File: src/rtl/lcd_i2c_pkg.sv
package lcd_i2c_pkg;
  localparam int unsigned BYTE_W = 8;
  localparam int unsigned ADDR_W = 7;
  localparam int unsigned CNT_W  = $clog2(BYTE_W + 1);
  localparam int unsigned CO_BIT = 7;
  localparam int unsigned RS_BIT = 6;

  typedef enum logic [2:0] {
    ST_IDLE,
    ST_ADDR,
    ST_CTRL,
    ST_DATA,
    ST_SKIP
  } rx_state_e;
endpackage

File: src/rtl/i2c_line_sync.sv
module i2c_line_sync #(
  parameter int unsigned SYNC_STAGES = 2
) (
  input  logic clk_i,
  input  logic rst_ni,
  input  logic scl_i,
  input  logic sda_i,
  output logic scl_o,
  output logic sda_o,
  output logic scl_rise_o,
  output logic scl_fall_o,
  output logic start_o,
  output logic stop_o
);
  localparam int unsigned NLINES = 2;

  logic [NLINES-1:0] line_in;
  logic [NLINES-1:0] line_s;
  logic [NLINES-1:0] line_q;

  assign line_in = {sda_i, scl_i};

  for (genvar l = 0; l < NLINES; l++) begin : g_line
    logic [SYNC_STAGES-1:0] pipe;
    if (SYNC_STAGES == 1) begin : g_one
      always_ff @(posedge clk_i or negedge rst_ni) begin
        if (!rst_ni) pipe <= '1;
        else         pipe <= line_in[l];
      end
    end else begin : g_many
      always_ff @(posedge clk_i or negedge rst_ni) begin
        if (!rst_ni) pipe <= '1;
        else         pipe <= {pipe[SYNC_STAGES-2:0], line_in[l]};
      end
    end
    assign line_s[l] = pipe[SYNC_STAGES-1];

    // previous synced value for edge detection
    always_ff @(posedge clk_i or negedge rst_ni) begin
      if (!rst_ni) line_q[l] <= 1'b1;
      else         line_q[l] <= line_s[l];
    end
  end

  assign scl_o      = line_s[0];
  assign sda_o      = line_s[1];
  assign scl_rise_o = line_s[0] & ~line_q[0];
  assign scl_fall_o = ~line_s[0] & line_q[0];
  assign start_o    = line_s[0] & line_q[0] & line_q[1] & ~line_s[1];
  assign stop_o     = line_s[0] & line_q[0] & ~line_q[1] & line_s[1];
endmodule

File: src/rtl/i2c_bit_shifter.sv
module i2c_bit_shifter
  import lcd_i2c_pkg::*;
(
  input  logic              clk_i,
  input  logic              rst_ni,
  input  logic              clr_i,
  input  logic              scl_rise_i,
  input  logic              scl_fall_i,
  input  logic              sda_i,
  output logic [BYTE_W-1:0] byte_o,
  output logic              byte_done_o,
  output logic              ack_end_o
);
  logic [CNT_W-1:0]  cnt_q;
  logic              in_ack_q;
  logic [BYTE_W-1:0] shreg_q;
  logic              full;

  assign full        = (cnt_q == CNT_W'(BYTE_W));
  assign byte_done_o = scl_fall_i & full & ~in_ack_q;
  assign ack_end_o   = scl_fall_i & in_ack_q;
  assign byte_o      = shreg_q;

  always_ff @(posedge clk_i or negedge rst_ni) begin
    if (!rst_ni) begin
      cnt_q    <= '0;
      in_ack_q <= 1'b0;
      shreg_q  <= '0;
    end else if (clr_i) begin
      cnt_q    <= '0;
      in_ack_q <= 1'b0;
    end else begin
      if (scl_rise_i && !in_ack_q && !full) begin
        shreg_q <= {shreg_q[BYTE_W-2:0], sda_i};
        cnt_q   <= cnt_q + 1'b1;
      end
      if (byte_done_o) begin
        in_ack_q <= 1'b1;
      end else if (ack_end_o) begin
        in_ack_q <= 1'b0;
        cnt_q    <= '0;
      end
    end
  end
endmodule

File: src/rtl/i2c_stream_fsm.sv
module i2c_stream_fsm
  import lcd_i2c_pkg::*;
(
  input  logic              clk_i,
  input  logic              rst_ni,
  input  logic [ADDR_W-1:0] slave_addr_i,
  input  logic              start_i,
  input  logic              stop_i,
  input  logic              byte_done_i,
  input  logic              ack_end_i,
  input  logic [BYTE_W-1:0] byte_i,
  output logic              ack_o,
  output logic              wr_stb_o,
  output logic [BYTE_W-1:0] wr_data_o,
  output logic              wr_rs_o
);
  rx_state_e state_q;
  logic      co_q;
  logic      rs_q;
  logic      addr_ok;

  // write direction is bit 0 low
  assign addr_ok = (byte_i[BYTE_W-1:1] == slave_addr_i) & ~byte_i[0];

  always_ff @(posedge clk_i or negedge rst_ni) begin
    if (!rst_ni) begin
      state_q   <= ST_IDLE;
      co_q      <= 1'b0;
      rs_q      <= 1'b0;
      ack_o     <= 1'b0;
      wr_stb_o  <= 1'b0;
      wr_data_o <= '0;
      wr_rs_o   <= 1'b0;
    end else begin
      wr_stb_o <= 1'b0;
      if (start_i) begin
        state_q <= ST_ADDR;
        ack_o   <= 1'b0;
      end else if (stop_i) begin
        state_q <= ST_IDLE;
        ack_o   <= 1'b0;
      end else begin
        if (ack_end_i) ack_o <= 1'b0;
        if (byte_done_i) begin
          unique case (state_q)
            ST_ADDR: begin
              ack_o   <= addr_ok;
              state_q <= addr_ok ? ST_CTRL : ST_SKIP;
            end
            ST_CTRL: begin
              ack_o   <= 1'b1;
              co_q    <= byte_i[CO_BIT];
              rs_q    <= byte_i[RS_BIT];
              state_q <= ST_DATA;
            end
            ST_DATA: begin
              ack_o     <= 1'b1;
              wr_stb_o  <= 1'b1;
              wr_data_o <= byte_i;
              wr_rs_o   <= rs_q;
              if (co_q) state_q <= ST_CTRL;
            end
            default: ;
          endcase
        end
      end
    end
  end
endmodule

File: src/rtl/lcd_i2c_wr_rx.sv
module lcd_i2c_wr_rx
  import lcd_i2c_pkg::*;
#(
  parameter int unsigned SYNC_STAGES = 2
) (
  input  logic              clk_i,
  input  logic              rst_ni,
  input  logic [ADDR_W-1:0] slave_addr_i,
  input  logic              scl_i,
  input  logic              sda_i,
  output logic              sda_ack_o,
  output logic              wr_stb_o,
  output logic [BYTE_W-1:0] wr_data_o,
  output logic              wr_rs_o
);
  logic              scl_s;
  logic              sda_s;
  logic              scl_rise;
  logic              scl_fall;
  logic              start_det;
  logic              stop_det;
  logic [BYTE_W-1:0] rx_byte;
  logic              byte_done;
  logic              ack_end;

  i2c_line_sync #(.SYNC_STAGES(SYNC_STAGES)) u_sync (
    .clk_i     (clk_i),
    .rst_ni    (rst_ni),
    .scl_i     (scl_i),
    .sda_i     (sda_i),
    .scl_o     (scl_s),
    .sda_o     (sda_s),
    .scl_rise_o(scl_rise),
    .scl_fall_o(scl_fall),
    .start_o   (start_det),
    .stop_o    (stop_det)
  );

  i2c_bit_shifter u_shift (
    .clk_i      (clk_i),
    .rst_ni     (rst_ni),
    .clr_i      (start_det | stop_det),
    .scl_rise_i (scl_rise),
    .scl_fall_i (scl_fall),
    .sda_i      (sda_s),
    .byte_o     (rx_byte),
    .byte_done_o(byte_done),
    .ack_end_o  (ack_end)
  );

  i2c_stream_fsm u_fsm (
    .clk_i       (clk_i),
    .rst_ni      (rst_ni),
    .slave_addr_i(slave_addr_i),
    .start_i     (start_det),
    .stop_i      (stop_det),
    .byte_done_i (byte_done),
    .ack_end_i   (ack_end),
    .byte_i      (rx_byte),
    .ack_o       (sda_ack_o),
    .wr_stb_o    (wr_stb_o),
    .wr_data_o   (wr_data_o),
    .wr_rs_o     (wr_rs_o)
  );
endmodule

File: config.mk
export PLATFORM = sky130hd
export DESIGN_NAME = lcd_i2c_wr_rx
export DESIGN_NICKNAME = d
export VERILOG_FILES = /design/src/rtl/lcd_i2c_pkg.sv /design/src/rtl/i2c_line_sync.sv /design/src/rtl/i2c_bit_shifter.sv /design/src/rtl/i2c_stream_fsm.sv /design/src/rtl/lcd_i2c_wr_rx.sv
export SDC_FILE = /design/constraint.sdc
export NUM_CORES = 1
export LEC_CHECK = 0
export ABC_AREA = 0
export BUFFER_PORTS_ARGS = -buffer_cell sky130_fd_sc_hd__buf_2
export CAP_MARGIN = 20
export CORE_MARGIN = 2
export CORE_UTILIZATION = 40
export DETAILED_ROUTE_END_ITERATION = 12
export PLACE_DENSITY = 0.55
export SYNTH_ARGS = -nofsm -noshare
export SYNTH_HDL_FRONTEND = slang
export SYNTH_SLANG_ARGS = --single-unit
File: constraint.sdc
create_clock -name clk_i -period 3.7 [get_ports clk_i]
set_input_delay 0.555 -clock clk_i [delete_from_list [all_inputs] [get_ports clk_i]]
set_output_delay 0.555 -clock clk_i [all_outputs]
set_load 0.005 [all_outputs]
# After elaboration in Yosys (flattened, before gate mapping)

Index checks and enable logic that the tools add are counted.

Flip-flop bits (word level): 35
Input port bits: 11
Output and inout port bits: 11
Logic and storage cells: 76

Add/subtract/negate cells: 1
Equality and inequality tests: 6
Mux-type cells: 22
Bitwise logic cells: 21
Reductions and logical operators: 12

Operators with widths:

| cell                  | number |
|---|---|
| $mux W4               | 4 |
| $mux W3               | 5 |
| $and A1 B1 Y1         | 11 |
| $mux W1               | 11 |
| $not A1 Y1            | 9 |
| $pmux W3 S3           | 1 |
| $reduce_and A4 Y1     | 2 |
| $eq A7 B7 Y1          | 1 |
| $eq A3 B2 Y1 const B  | 2 |
| $reduce_bool A3 Y1    | 2 |
| $reduce_bool A5 Y1    | 1 |
| $add A4 B1 Y4 const B | 1 |
| $eq A4 B4 Y1 const B  | 1 |
| $ne A4 B3 Y1 const B  | 1 |
| $eq A3 B1 Y1 const B  | 1 |
| $reduce_and A3 Y1     | 1 |
| $logic_and A1 B1 Y1   | 2 |
| $logic_not A1 Y1      | 2 |
| $pmux W1 S2           | 1 |
| $reduce_and A2 Y1     | 1 |
| $reduce_or A2 Y1      | 1 |
| $or A1 B1 Y1          | 1 |

# Logic depth before layout (Yosys ltp)

Gate-level depths: netlist (run 1).

Depth after elaboration: 8
Depth in mapped cells: 7
Depth with buffers taken out: 6

# By module

A second synthesis (run 1) with hierarchy kept.

Cells, all modules: 118
Area, all modules: 1580.3 um2

Modules (own cells, without submodules):

| module          | times used | cells an instance | area each (um2) | seq. area each (um2) |
|---|---|---|---|---|
| i2c_stream_fsm  | 1          | 58                | 744.5           | 400.4 |
| i2c_bit_shifter | 1          | 49                | 639.4           | 325.3 |
| i2c_line_sync   | 1          | 10                | 190.2           | 157.7 |
| lcd_i2c_wr_rx   | 1          | 1                 | 6.3             | 0.0 |

# Worst setup path before layout (run 1)

OpenSTA, ideal clock, no wires.

Path kind: register to register
From: register u_shift.cnt_q[0]
To: register u_fsm.co_q
Setup time: 0.125 ns
Arrival time: 1.812 ns
Required time: 3.575 ns
Setup slack: 1.763 ns
Stages on the path, launching flop included: 7
Path buffers: 0
Period minus slack after synthesis: 1.937 ns
Path through: dfrtp_1 inv_1 ha_1 nand3b_4 or4_4 nor3b_2 mux2_2

Word-level cells in the longest chain between the ends: 4

Ends and longest elaborated chain:

| element                            | RTL line              | source |
|---|---|---|
| from (decl)                        | i2c_bit_shifter.sv:14 | `logic [CNT_W-1:0] cnt_q;` |
| from (signal assigned)             | i2c_bit_shifter.sv:35 | `cnt_q <= cnt_q + 1'b1;` |
| $eq A4 B4 Y1                       | i2c_bit_shifter.sv:19 | `assign full = (cnt_q == CNT_W'(BYTE_W));` |
| $and A1 B1 Y1 (2 in a row)         | i2c_bit_shifter.sv:20 | `assign byte_done_o = scl_fall_i & full & ~in_ack_q;` |
| $reduce_and A4 Y1 (no source line) | -                     |  |
| to (signal assigned)               | i2c_stream_fsm.sv:52  | `co_q <= byte_i[CO_BIT];` |
| to (decl)                          | i2c_stream_fsm.sv:18  | `logic co_q;` |

No other way between the ends.
A chain may end at the register's enable or synchronous reset.

# Worst setup path in the final report (run 1)

From: register u_shift.cnt_q[0]
To: register u_fsm.wr_data_o[5]

Word-level cells in the longest chain between the ends: 4

Ends and longest elaborated chain:

| element                            | RTL line              | source |
|---|---|---|
| $eq A4 B4 Y1                       | i2c_bit_shifter.sv:19 |  |
| $and A1 B1 Y1 (2 in a row)         | i2c_bit_shifter.sv:20 |  |
| $reduce_and A4 Y1 (no source line) | -                     |  |
| to (signal assigned)               | i2c_stream_fsm.sv:59  | `wr_data_o <= byte_i;` |
| to (decl)                          | i2c_stream_fsm.sv:14  | `output logic [BYTE_W-1:0] wr_data_o,` |

No other way between the ends.

==> reports/metrics.yaml, run 1 <==
ir_worst_vdd_mv: 0.3037
max_stage_delay_ns: 0.56
tightest_slew_ns: 0.7397
synth.area.top_cells: "dfrtp_1 47%, mux2_2 14%, dfstp_2 10%"
worstPathArrival_ns: 2.45
num-fill-cells: 345
cts_setup_buffers: 0
seqCellArea_sq_um: 883.3
io_buffers: 21
route.detailed.drc: 0
critPathTopFamily: "simple AND/OR/NAND/NOR gates"
power_density_mw_per_mm2: 561.3
ys_seq_area_frac: 0.5721
crit_type: "reg -> reg"
synth.top_cell.area_share: 0.4700
grt_overflow: 0
drive_gt1_frac: 0.4028
areaGrowthSynthToFinish_pct: 18.72
crit_path_cell_trace: "inv_1, ha_1, nand3b_4, nor3_1, and4b_1, mux2_2"
hp-class: "in -> async"
multi_input_area_sq_um: 636.9
slew_violations: 0
relSlewSlack: 0.5069
pin_count: 22
routabilityCongestion: 0.7230
fin_util: 0.4969
crit_slowest_cell: "and4b_1"
yosysUniqueCellTypes: 35
wirelength_um: 2788
tns_ns: 0
hold_buffers: 0
tritoncts: "done"
setup_viol: 0
cap_violations: 0
final_hold_viol_count: 0
clk-insertion-delay-late_ns: 0.29
gr-usage-all-layers: 0.1523
cts_resized: 0
via_count: 984
first_global_vias: 1026
layout_min_cycle_time_ns: 2.282
ant_nets: 0
die_h_um: 66.13
synth-seq-cells: 35
synth_async_sr_flop_share: 1.000
netlist_instances: 117
p_leak_nw: 0.8812
timing.final.crit_share: 0.6167
final_cell_area_sq_mm: 0.001833
clock_skew_ns: 0.007375
synthFlopType: "dfrtp_1"
syn_area_sq_mm: 0.001544
fmax_mhz: 438.3
vias_per_cell: 5.125
core_sq_mm: 0.003689
rsz0062_at_grt: "no"
ys.warnings.count: 0
grt_pass1_wl_um: 4940
placementRows: 22
clockRootBuffer: "clkbuf_8"
drt_pass1_iterations: 4
die_area_sq_mm: 0.004373
fin_nets: 156
cts_max_level: 2
wire_per_inst_um: 14.52
grt_max_degree: 36
status: "complete, no violations"
crit_path_end_kind: "register"
syn_avg_cell_area_sq_um: 13.20
cts_buffer_depth: 2
antenna_found_initial: 0
drtIter0Drc: 13
diodes: 0
clk_pin_slew_worst_paths_ns: 0.07
worstPathRequired_ns: 3.87
start_util: 0.4186
place.detailed.hpwl_um: 1969
synth_edf_count: 0
detailed_place.area_sq_mm: 0.001697
clock_sinks: 35
startpoint_type: "register"
synth_top_area_cell: "dfrtp_1"
crit_buf_inv: 1
worstPathMaxFanout: 9
cts_buffers: 5
die_x_um: 66.13
synthesis.nets: 130
-- stage by stage --
| stage | hold WS (ns) | instances | power (mW) | setup slack [ns] |
|---|---|---|---|---|
| floorplan | 0.2594 | 117 | 0.5836 | 1.763 |
| global placement | 0.3453 | 184 | 0.6236 | 1.557 |
| detailed placement | 0.3472 | 184 | 0.6315 | 1.430 |
| CTS | 0.3515 | 192 | 1.042 | 1.421 |
| global route | 0.3359 | 192 | 1.094 | 1.199 |
| finish | 0.3242 | 192 | 1.029 | 1.418 |
-- metal layers --
layer,routed length [um],GRT usage,vias to the layer above
li1,-,-,472
met1,1157,0.1819,482
met2,1468,0.2613,27
met3,126,0.04259,3
met4,36,0.05357,0
met5,0,0,-
-- flip-flops by register name (all words and copies together) (netlist names) --
register and count:
u_fsm.rs_q 1, u_fsm.co_q 1, u_fsm.wr_stb_o 1, u_shift.cnt_q 4, u_shift.in_ack_q 1, u_sync.line_q 2, u_shift.byte_o 8, u_fsm.ack_o 1
u_fsm.wr_rs_o 1, u_sync.g_line.pipe 4, u_fsm.state_q 3, u_fsm.wr_data_o 8
-- kinds of logic (layout without fill, tap and decap cells) --
family,count (synthesis),in the layout,synth area share
xor+xnor,11,11,0.06240
mux,19,19,0.1386
simple gates,33,33,0.1345
buf+inv,5,32,0.01540
compound gates,12,12,0.06078
fa+ha+maj,2,2,0.01620
flops,35,35,0.5721
-- synth_stat cells (2+ instances only) --
library cell  count
dfstp_2           6
a21oi_1           2
a211oi_1          2
mux2_2           19
xor2_1            9
and4b_1           2
xnor2_1           2
nand3_1           3
nor2_1            6
inv_1             3
a21boi_0          2
ha_1              2
dfrtp_1          29
nor4_1            3
nand2_1           7
-- cell type report --
| cell class | instances | share of cell area |
|---|---|---|
| Clock inverter | 3 | 0.03686 |
| Tap cell | 48 | 0.03276 |
| Sequential cell | 35 | 0.4819 |
| Clock buffer | 5 | 0.03754 |
| Inverter | 3 | 0.006143 |
| Timing Repair Buffer | 21 | 0.05734 |
| Multi-Input combinational cell | 77 | 0.3474 |
-- where the power goes --
| part | total, mW | internal, mW | switching, mW |
|---|---|---|---|
| clock | 0.407 | 0.269 | 0.139 |
| combinational | 0.127 | 0.0708 | 0.0558 |
| sequential | 0.495 | 0.435 | 0.0598 |
| total | 1.03 | 0.775 | 0.254 |
-- placed cells by master (no fill, tap or decap), types with 2 or more instances in the layout --
cell,n
ha_1,2
dfstp_2,6
nor2_1,6
mux2_2,19
xnor2_1,2
nand3_1,3
nor4_1,3
inv_1,3
buf_2,21
dfrtp_1,29
and4b_1,2
xor2_1,9
nand2_1,7
a21boi_0,2
a211oi_1,2
clkbuf_8,5
a21oi_1,2
bufinv_16,2
-- final timing paths --
path,from,endpoint,slack (ns),cells after the start
max,u_shift.cnt_q[0],u_fsm.wr_data_o[5],1.42,6
min,rst_ni,u_shift.in_ack_q,0.32,1
max reg2reg,u_shift.cnt_q[0],u_fsm.wr_data_o[5],1.42,6
min reg2reg,u_sync.g_line[0].pipe[0],u_sync.g_line[0].pipe[1],0.35,0
max in group asynchronous,rst_ni,u_shift.byte_o[3],2.90,1
min in group clk_i,u_sync.g_line[0].pipe[0],u_sync.g_line[0].pipe[1],0.35,0
(Power assumes the default switching activity.)
==> run 2: changes to the inputs <==
Clock period 3.7 ns to 2.2 ns, I/O delays scaled along.
==> run 2 against run 1 <==
Net effect:
- design area decreased by 0.96%
- register-to-register slack lost 1.3 ns
- combinational power is 69% higher
- highest routed layer unchanged
- sequential power is 68% higher
- clock power is 12% higher
- non-clock buffer count rose by 4
- critical path depth did not move
- global-route usage down 0.078 points
- clock skew fell by 0.0011 ns
- sequential cell count unchanged
- clock-buffer cell count did not move
==> reports/metrics.yaml, run 2 (synthesized netlist as in run 1, its figures left out) <==
hp-class: "in -> async"
layout_commonest_cell: "dfrtp_1"
pin_count: 22  # unchanged
final_hold_viol_count: 0  # unchanged
worstPathMaxFanout: 8  # -1
clockRootBuffer: "clkbuf_8"
hold_buffers: 0  # unchanged
start_util: 0.4186  # unchanged
gr-usage-met1: 0.1861  # +0.004205
clk-insertion-delay-late_ns: 0.28  # about the same
timing.final.crit_share: 0.9292  # +0.3125
fin_util: 0.4922  # -0.004749
drive_gt1_frac: 0.4189  # +0.01614
place_inst: 188  # +2.2%
grt_util_met2: 0.2388  # -0.02250
core_sq_mm: 0.003689  # unchanged
antenna_found_initial: 0  # unchanged
total_power_mw: 1.500  # +46%
cts_setup_buffers: 0  # unchanged
crit_type: "reg -> reg"
cts_buffer_depth: 2  # unchanged
cts_max_level: 2  # unchanged
grt_pass1_wl_um: 4795  # -2.9%
crit_slowest_cell: "or4_4"
relSlewSlack: 0.4967  # -0.01018
grt_overflow: 0  # unchanged
layout_min_cycle_time_ns: 2.044  # -0.2376 ns
max_stage_delay_ns: 0.51  # -0.05 ns
crit_path_end_kind: "register"
busiest_layer: "met2"
mostFrequentLayoutCells: "29 x dfrtp_1, 21 x buf_2, 19 x mux2_2"
final_cell_area_sq_mm: 0.001815  # -0.96%
p_leak_nw: 0.8785  # -0.31%
cap_violations: 0  # unchanged
final_cell_count_no_fill: 196  # +2.1%
drt_pass1_iterations: 4  # unchanged
wirelength_um: 2728  # -2.2%
detailed_place.area_sq_mm: 0.001727  # +1.8%
die_h_um: 66.13  # unchanged
clock_sinks: 35  # unchanged
fin_ws_ns: 0.1558  # -1.262 ns
routabilityCongestion: 0.8398  # +16%
status: "complete, no violations"
fin_nets: 160  # +2.6%
rsz0062_at_grt: "no"
crit_path_cell_trace: "inv_1, ha_1, nand3b_4, or4_4, nor3b_2, mux2_2"
via_count: 981  # -0.30%
cts_buffers: 5  # unchanged
placementRows: 22  # unchanged
drtIter0Drc: 71  # +58
place_ws_ns: 0.1715  # -1.258 ns
io_buffers: 21  # unchanged
die_area_sq_mm: 0.004373  # unchanged
grt_max_degree: 36  # unchanged
tns_ns: 0  # unchanged
critPathTopFamily: "simple AND/OR/NAND/NOR gates"
cts_resized: 0  # unchanged
die_x_um: 66.13  # unchanged
startpoint_type: "register"
first_global_vias: 1026  # unchanged
clk_pin_slew_worst_paths_ns: 0.07  # about the same
gr-usage-all-layers: 0.1515  # -0.0007801
tritoncts: "done"
ir_worst_vdd_mv: 0.5024  # +65%
place.detailed.hpwl_um: 1981  # +0.61%
slew_violations: 0  # unchanged
crit_buf_inv: 1  # unchanged
areaGrowthSynthToFinish_pct: 17.58
vias_per_cell: 5.005  # -2.3%
setup_viol: 0  # unchanged
tightest_slew_ns: 0.7550  # +0.01527 ns
diodes: 0  # unchanged
holdWs_ns: 0.1131  # -0.2111 ns
gr-usage-met3: 0.05281  # +0.01022
worstPathRequired_ns: 2.36  # -1.51 ns
power_density_mw_per_mm2: 826.1  # +47%
clock_skew_ns: 0.006257  # -0.001118 ns
fmax_mhz: 489.2  # +12%
worstPathArrival_ns: 2.21  # -0.24 ns
route.detailed.drc: 0  # unchanged
wire_per_inst_um: 13.92  # -4.1%
ant_nets: 0  # unchanged
==> run 2: final cells by class <==
| cell class | count | area, sq um |
|---|---|---|
| Clock buffer | 5 | 68.82 |
| Inverter | 3 | 11.26 |
| Fill cell | 344 | 1873 |
| Sequential cell | 35 | 883.3 |
| Multi-Input combinational cell | 77 | 636.9 |
| Timing Repair Buffer | 25 | 135.1 |
| Clock inverter | 3 | 20.02 |
| Tap cell | 48 | 60.06 |
==> run 2: layer usage <==
layer,vias up,part of all wire,wire [um]
met3,2,0.037,102
met4,0,0.0073,20
met1,482,0.45,1224
met5,-,0,0
met2,17,0.51,1381
li1,480,-,-
==> run 2: final timing paths <==
path	startpoint	endpoint	slack [ns]	depth (start not counted)
hold / removal	rst_ni	u_fsm.wr_stb_o	0.11	1
min in group clk_i	scl_i	u_sync.g_line[0].pipe[0]	0.14	1
hold reg to reg	u_sync.g_line[1].pipe[0]	u_sync.g_line[1].pipe[1]	0.36	0
setup reg to reg	u_shift.cnt_q[0]	u_fsm.co_q	0.16	6
setup / recovery	u_shift.cnt_q[0]	u_fsm.co_q	0.16	6
max in group asynchronous	rst_ni	u_fsm.co_q	1.60	1
==> run 2: power breakdown <==
part	total [mW]	switching [mW]	internal [mW]
combinational	0.214	0.0942	0.120
sequential	0.830	0.0985	0.732
clock	0.455	0.235	0.220
==> run 3: changes to the inputs <==
Settings changed: CELL_PAD_IN_SITES_DETAIL_PLACEMENT set to 1, CELL_PAD_IN_SITES_GLOBAL_PLACEMENT set to 2, CORE_UTILIZATION 40 to 38, PLACE_DENSITY 0.55 to 0.73.
==> run 3 against run 2 <==
Net effect:
- critical path depth unchanged
- highest routed layer unchanged
- clock skew barely moved
- design area up 0.76%
- critical path type unchanged
- sequential cell count unchanged
- largest cell class unchanged
- final cell count up 1.0%
==> reports/metrics.yaml, run 3 (synthesized netlist as in run 1, its figures left out) <==
layout_commonest_cell: "dfrtp_1"
tritoncts: "done"
cts_resized: 0  # unchanged
detailed_place.area_sq_mm: 0.001729  # +0.14%
max_stage_delay_ns: 0.51  # about the same
crit_path_end_kind: "register"
routabilityCongestion: 0.7957  # -5.3%
die_h_um: 67.74  # +2.4%
regToRegStartpoint: "u_shift.cnt_q[0]"
gr-usage-met1: 0.1938  # +0.007667
final_hold_viol_count: 0  # unchanged
crit_path_cell_trace: "inv_1, ha_1, nand3b_4, or4_4, nor3b_2, mux2_2"
io_buffers: 21  # unchanged
multi_input_area_sq_um: 636.9  # unchanged
start_util: 0.3916  # -0.02697
r2r_cells: 6  # unchanged
grt_pass1_wl_um: 5112  # +6.6%
vias_per_cell: 5.061  # +1.1%
r2r_slack_ns: 0.14  # about the same
power_density_mw_per_mm2: 852.9  # +3.3%
place.detailed.hpwl_um: 2248  # +13%
tightest_slew_ns: 0.7614  # +0.006453 ns
antenna_found_initial: 0  # unchanged
fmax_mhz: 485.8  # -0.68%
core_sq_mm: 0.003943  # +6.9%
crit_slowest_cell: "or4_4"
clockRootBuffer: "clkbuf_8"
fin_nets: 160  # unchanged
areaGrowthSynthToFinish_pct: 18.48
via_count: 1002  # +2.1%
drt_pass1_iterations: 4  # unchanged
wire_per_inst_um: 15.63  # +12%
r2r-end: "u_fsm.co_q"
slew_violations: 0  # unchanged
final_cell_count_no_fill: 198  # +1.0%
crit_type: "reg -> reg"
die_area_sq_mm: 0.004589  # +4.9%
drtIter0Drc: 18  # -75%
clock_skew_ns: 0.006602  # +0.0003446 ns
final_cell_area_sq_mm: 0.001829  # +0.76%
worstPathArrival_ns: 2.22  # about the same
gr-usage-met3: 0.05000  # -0.002811
fin_util: 0.4640  # -0.02822
placementRows: 23  # +4.5%
cts_buffer_depth: 2  # unchanged
cap_violations: 0  # unchanged
mostFrequentLayoutCells: "29 x dfrtp_1, 21 x buf_2, 19 x mux2_2"
status: "complete, no violations"
num-fill-cells: 421  # +22%
clk-insertion-delay-late_ns: 0.28  # about the same
setup_viol: 0  # unchanged
layout_min_cycle_time_ns: 2.058  # +0.01408 ns
busiest_layer: "met2"
ant_nets: 0  # unchanged
hold_buffers: 0  # unchanged
wirelength_um: 3094  # +13%
clk_pin_slew_worst_paths_ns: 0.07  # about the same
seqCellArea_sq_um: 883.3  # unchanged
p_leak_nw: 0.8889  # +1.2%
drive_gt1_frac: 0.4122  # -0.006757
grt_overflow: 0  # unchanged
die_x_um: 67.74  # +2.4%
startpoint_type: "register"
cts_max_level: 2  # unchanged
place_inst: 190  # +1.1%
hp-class: "in -> async"
cts_setup_buffers: 0  # unchanged
crit_buf_inv: 1  # unchanged
critPathTopFamily: "simple AND/OR/NAND/NOR gates"
gr-usage-all-layers: 0.1573  # +0.005831
grt_util_met2: 0.2635  # +0.02473
first_global_vias: 1044  # +1.8%
rsz0062_at_grt: "no"
pin_count: 22  # unchanged
ir_worst_vdd_mv: 0.5546  # +10%
clock_sinks: 35  # unchanged
tns_ns: 0  # unchanged
timing.final.crit_share: 0.9356  # +0.006401
grt_max_degree: 36  # unchanged
holdWs_ns: 0.1135  # +0.0003940 ns
worstPathRequired_ns: 2.37  # about the same
worstPathMaxFanout: 8  # unchanged
cts_buffers: 5  # unchanged
route.detailed.drc: 0  # unchanged
diodes: 0  # unchanged
relSlewSlack: 0.4924  # -0.004302
## run 3: cell types whose count changed in the layout (fill, tap and decap cells not counted), sizes merged
cell | previous run | this run
clkinvlp | 2 | 0
clkinv | 1 | 0
clkbuf | 5 | 8
## run 3: final cells by class
type / instances / area share
clock buffers: 8 / 0.05472
inverters: 3 / 0.006156
multi-input cells: 77 / 0.3482
flip-flops and latches: 35 / 0.4829
well taps: 50 / 0.03420
repair buffers: 25 / 0.07387
## run 3: per-stage QoR
stage               power, mW  setup WS [ns]
floorplan              0.9814         0.2633
global placement        1.052         0.2089
detailed placement      1.076         0.1331
CTS                     1.592         0.1268
global route            1.650        0.01183
finish                  1.560         0.1417
## run 3: power by group
part | internal (mW) | switching [mW]
clock network | 0.286 | 0.220
logic | 0.121 | 0.0985
registers | 0.732 | 0.103
total | 1.14 | 0.422
## run 3: how the worst max path moves through the flow
stage	start	endpoint	slack, ns	cells after the start
2_1_floorplan	u_shift.cnt_q[0]	u_fsm.co_q	0.26	6
3_3_place_gp	u_shift.cnt_q[0]	u_fsm.rs_q	0.21	6
3_5_place_dp	u_shift.cnt_q[0]	u_fsm.rs_q	0.13	6
4_1_cts	u_shift.cnt_q[0]	u_fsm.co_q	0.13	6
5_1_grt	u_shift.cnt_q[0]	u_fsm.rs_q	0.01	6
6_report	u_shift.cnt_q[0]	u_fsm.co_q	0.14	6
## run 3: metal layers
metal  vias up  wire [um]  share of wire
met5         -          0              0
met1       502       1334           0.43
li1        480          -              -
met3         5         98          0.032
met4         0         40          0.013
met2        15       1619           0.52
